[config.mk]
export PLATFORM = sky130hd
export DESIGN_NAME = flash_evt_irq
export DESIGN_NICKNAME = d
export VERILOG_FILES = /design/src/rtl/flash_evt_irq.sv
export SDC_FILE = /design/constraint.sdc
export NUM_CORES = 1
export LEC_CHECK = 0
export BUFFER_PORTS_ARGS = -buffer_cell sky130_fd_sc_hd__buf_2
export CORE_AREA = 2 2 78 136
export DETAILED_ROUTE_END_ITERATION = 8
export DIE_AREA = 0 0 80 138
export GPL_ROUTABILITY_DRIVEN = 0
export PLACE_DENSITY = 0.47
export SETUP_SLACK_MARGIN = 0.2
export SYNTH_ARGS = -nofsm -noshare
export SYNTH_HDL_FRONTEND = slang
export SYNTH_SLANG_ARGS = --single-unit
export TNS_END_PERCENT = 30
[constraint.sdc]
create_clock -name clk -period 2.4 [get_ports clk]
set_clock_uncertainty 0.1 [all_clocks]
set_input_delay 0.36 -clock clk [delete_from_list [all_inputs] [get_ports clk]]
set_output_delay 0.36 -clock clk [all_outputs]
set_load 0.03 [all_outputs]
[src/rtl/flash_evt_irq.sv]
module flash_evt_irq #(
  parameter int AW = 3
) (
  input  logic          clk,
  input  logic          rst_n,
  input  logic          wr_en,
  input  logic          rd_en,
  input  logic [AW-1:0] addr,
  input  logic [31:0]   wdata,
  output logic [31:0]   rdata,
  input  logic          cmd_done,
  input  logic          xfr_done,
  input  logic          busy,
  input  logic          rb_pin,
  output logic          irq
);
  localparam logic [AW-1:0] A_CFG  = AW'(0);
  localparam logic [AW-1:0] A_CTRL = AW'(1);
  localparam logic [AW-1:0] A_STAT = AW'(2);
  localparam logic [AW-1:0] A_IEN  = AW'(3);
  localparam logic [AW-1:0] A_IDIS = AW'(4);
  localparam logic [AW-1:0] A_MASK = AW'(5);

  localparam int B_EN = 0, B_RISE = 4, B_FALL = 5, B_BUSY = 8;
  localparam int B_XFR = 16, B_CMD = 17, B_EDGE = 24, B_POL = 12;

  localparam logic [31:0] EVT_BITS  = (32'd1 << B_RISE) | (32'd1 << B_FALL) |
                                      (32'd1 << B_XFR) | (32'd1 << B_CMD) |
                                      (32'd1 << B_EDGE);
  localparam logic [31:0] IMPL_BITS = EVT_BITS | (32'd1 << B_EN) | (32'd1 << B_BUSY);

  logic [2:0]  rb_q;
  logic [31:0] cfg_q, evt_q, mask_q, evt_set, status;
  logic        en_q;

  wire rise   = rb_q[1] & ~rb_q[2];
  wire fall   = ~rb_q[1] & rb_q[2];
  wire sel_ev = cfg_q[B_POL] ? fall : rise;
  wire st_rd  = rd_en && addr == A_STAT;
  wire ien_wr = wr_en && addr == A_IEN;
  wire idi_wr = wr_en && addr == A_IDIS;

  always_comb begin
    evt_set = '0;
    evt_set[B_RISE] = rise;
    evt_set[B_FALL] = fall;
    evt_set[B_XFR]  = xfr_done;
    evt_set[B_CMD]  = cmd_done;
    evt_set[B_EDGE] = sel_ev;
  end

  always_ff @(posedge clk) begin
    if (!rst_n) begin
      rb_q   <= 3'b111;
      cfg_q  <= '0;
      evt_q  <= '0;
      mask_q <= '0;
      en_q   <= 1'b0;
    end else begin
      rb_q  <= {rb_q[1:0], rb_pin};
      evt_q <= (st_rd ? 32'd0 : evt_q) | evt_set;
      if (wr_en && addr == A_CFG) cfg_q <= wdata;
      if (wr_en && addr == A_CTRL) begin
        if (wdata[1:0] == 2'b01) en_q <= 1'b1;
        else if (wdata[1:0] == 2'b10) en_q <= 1'b0;
      end
      mask_q <= (mask_q | (ien_wr ? (wdata & IMPL_BITS) : 32'd0))
                & ~(idi_wr ? wdata : 32'd0);
    end
  end

  always_comb begin
    status = evt_q & EVT_BITS;
    status[B_EN]   = en_q;
    status[B_BUSY] = busy;
  end

  assign irq = |(status & mask_q);

  always_comb begin
    case (addr)
      A_CFG:   rdata = cfg_q;
      A_STAT:  rdata = status;
      A_MASK:  rdata = mask_q;
      default: rdata = '0;
    endcase
  end
endmodule


==> flow_summary.json <==
{
  "synth_nets": 378,
  "vdd_drop_max_mv": 0.414,
  "numCtsBuffers": 9,
  "worst_slew_pin_slew_ps": 437,
  "mostFrequentLayoutCell": "nand2_1",
  "total_leakage_power_nw": 1.53,
  "die_w_um": 80,
  "cts.sinks": 73,
  "io-pin-count": 76,
  "finalSetupViolCount": 0,
  "finalNetCount": 447,
  "critPathLaunch": "addr[2]",
  "synthCells": 334,
  "multi_input_area_um2": 1320,
  "finalNonFillerCells": 535,
  "dp_cells": 519,
  "overflow": 0,
  "endpoint": "rdata[1]",
  "path_delay_family": "buffers and inverters",
  "layout_min_cycle_time_ps": 2040,
  "critPathBufInv": 3,
  "critPathMaxFanout": 25,
  "ys.warnings.count": 0,
  "route.detailed.drc": 0,
  "power_w": 0.00300,
  "fin_util": 0.374,
  "cp.arrival_ps": 1580,
  "cts_hold_buf": 0,
  "hpwl_mm": 5.52,
  "grt_setup_unrepaired": "false",
  "powerDensity_nw_per_um2": 797,
  "slew_headroom": 0.709,
  "seq_area_frac_synth": 0.503,
  "drive_gt1_frac": 0.252,
  "r2r-start": "rb_q[2]",
  "final_hold_viol_count": 0,
  "vias": 2651,
  "grt_pass1_wl_mm": 13.5,
  "grt_usage": 0.159,
  "yosys-top-cells-area": "dfxtp_1 (50%), nand2_1 (12%), a21oi_1 (12%)",
  "dieHeight_um": 138,
  "avgRoutedWirePerCell_um": 15.7,
  "syn_to_final_growth_pct": 29.6,
  "synth.distinct_cells": 30,
  "clockRootBuffer": "clkbuf_16",
  "slowest_delay_ps": 360,
  "drtIter0Drc": 173,
  "critical_path.reg2reg.endpoint": "evt_q[24]",
  "crit_path_frequent_cell": "buf_2",
  "avgViaCountPerCell": 4.96,
  "synthesis.area_um2": 2900,
  "routed_wirelength_mm": 8.42,
  "critPathCaptureType": "output port",
  "floorplan.die_area_um2": 11000,
  "tns_ps": 0,
  "ctsResizeCount": 0,
  "r2r_cells": 3,
  "fp.coreArea_um2": 10100,
  "cp_data_required_time_ps": 1940,
  "diodes": 0,
  "hold_path_class": "in -> reg",
  "rows": 49,
  "maxSlewViolCount": 0,
  "mostFrequentLayoutCells": "nand2_1 (91), buf_2 (75), dfxtp_1 (73)",
  "cp_num_cells": 6,
  "antenna_found_initial": 0,
  "whs_ps": 107,
  "cts-htree-levels": 3,
  "antenna_left": 0,
  "portBuffers": 75,
  "tritoncts": "built",
  "grt_pass1_vias": 2648,
  "crit_slowest_cell": "or2_1",
  "path_cells": "buf_2 -> or2_1 -> nor2_4 -> buf_12 -> a22o_1 -> buf_2",
  "synth_area_leader_cell": "dfxtp_1",
  "regToRegSetupSlack_ps": 1430,
  "clk_latency_ps": 330,
  "critical_path_class": "in -> out",
  "clockBufferDepth": 2,
  "syn_avg_cell_area_um2": 8.69,
  "first_pass_iters": 5,
  "cts_setup_buffers": 0,
  "ys_seq_elements": 73,
  "min_period_over_period": 0.850,
  "start_util": 0.289,
  "grt_max_degree": 33,
  "status": "finished clean",
  "worstSetupStartpointType": "primary input",
  "maxCapViolCount": 0,
  "seq_area_um2": 1460,
  "fmax_ghz": 0.490,
  "clkSlewWorstSetupHoldPaths_ps": 60,
  "synth_top_area_share": 0.503,
  "num-fill-cells": 1092
}
-- layout make-up --
class / instances / share of cell area
Clock buffer: 12 / 0.0682
Multi-Input combinational cell: 233 / 0.352
Timing Repair Buffer: 84 / 0.121
Tap cell: 127 / 0.0422
Clock inverter: 4 / 0.0263
Sequential cell: 73 / 0.388
Inverter: 2 / 0.00200
-- metrics by stage --
step	area, µm²	setup WS, ps
floorplan	2900	574
global placement	3410	360
detailed placement	3410	356
CTS	3760	348
global route	3760	285
finish	3760	360
-- worst min-delay path by stage --
stage	startpoint	to	cells after the start
detailed placement	rb_q[0]	rb_q[1]	1
CTS	wdata[18]	mask_q[18]	2
finish	wdata[3]	mask_q[3]	2
global route	wdata[18]	mask_q[18]	2
global placement	rb_q[0]	rb_q[1]	1
floorplan	rb_q[0]	rb_q[1]	1
-- cell usage after synthesis --
library cell,n
nand2b_1,3
a211oi_1,7
nand3_1,1
o31ai_1,1
a22o_1,25
nor2_4,1
buf_2,14
a222oi_1,1
mux2i_1,7
o2bb2ai_1,7
clkbuf_1,9
and4b_1,1
inv_1,1
nor2b_1,2
or4b_1,1
nor3b_1,1
nand4bb_1,2
nor4b_2,1
a221oi_1,1
or2_1,1
dfxtp_1,73
nand2_1,91
a22oi_1,2
a21oi_1,68
nor4bb_1,1
ha_1,1
buf_6,3
clkinv_1,1
nor2_1,6
o211ai_1,1
-- state kept, by name, indices dropped and copies added, names as in the netlist --
name / flops
cfg_q: 32
en_q: 1
evt_q: 5
mask_q: 32
rb_q: 3
-- logic make-up (layout without fill, tap and decap cells) --
group / count (synthesis) / after routing / share of synthesized area
buffers and inverters: 28 / 102 / 0.0500
adder cells (fa/ha/maj): 1 / 1 / 0.00431
AO/OA/AOI/OAI: 113 / 113 / 0.249
flip-flops: 73 / 73 / 0.503
AND/OR/NAND/NOR: 112 / 112 / 0.170
multiplexers: 7 / 7 / 0.0241
-- power by group --
group / total, W / switching, W / internal [W] / leakage [nW]
Clock: 0.00157 / 0.000496 / 0.00107 / 0.173
Combinational: 0.000182 / 0.000115 / 0.0000665 / 0.769
Sequential: 0.00125 / 0.0000135 / 0.00123 / 0.591
-- per-layer routing --
layer	up-vias	routed length (µm)	track usage	share of wire
met5	-	0	0	0
met1	1258	3490	0.188	0.41
li1	1313	-	-	-
met4	0	218	0.0731	0.026
met3	19	352	0.0326	0.042
met2	61	4360	0.270	0.52
Note: power is estimated with default switching activity, not from simulation.
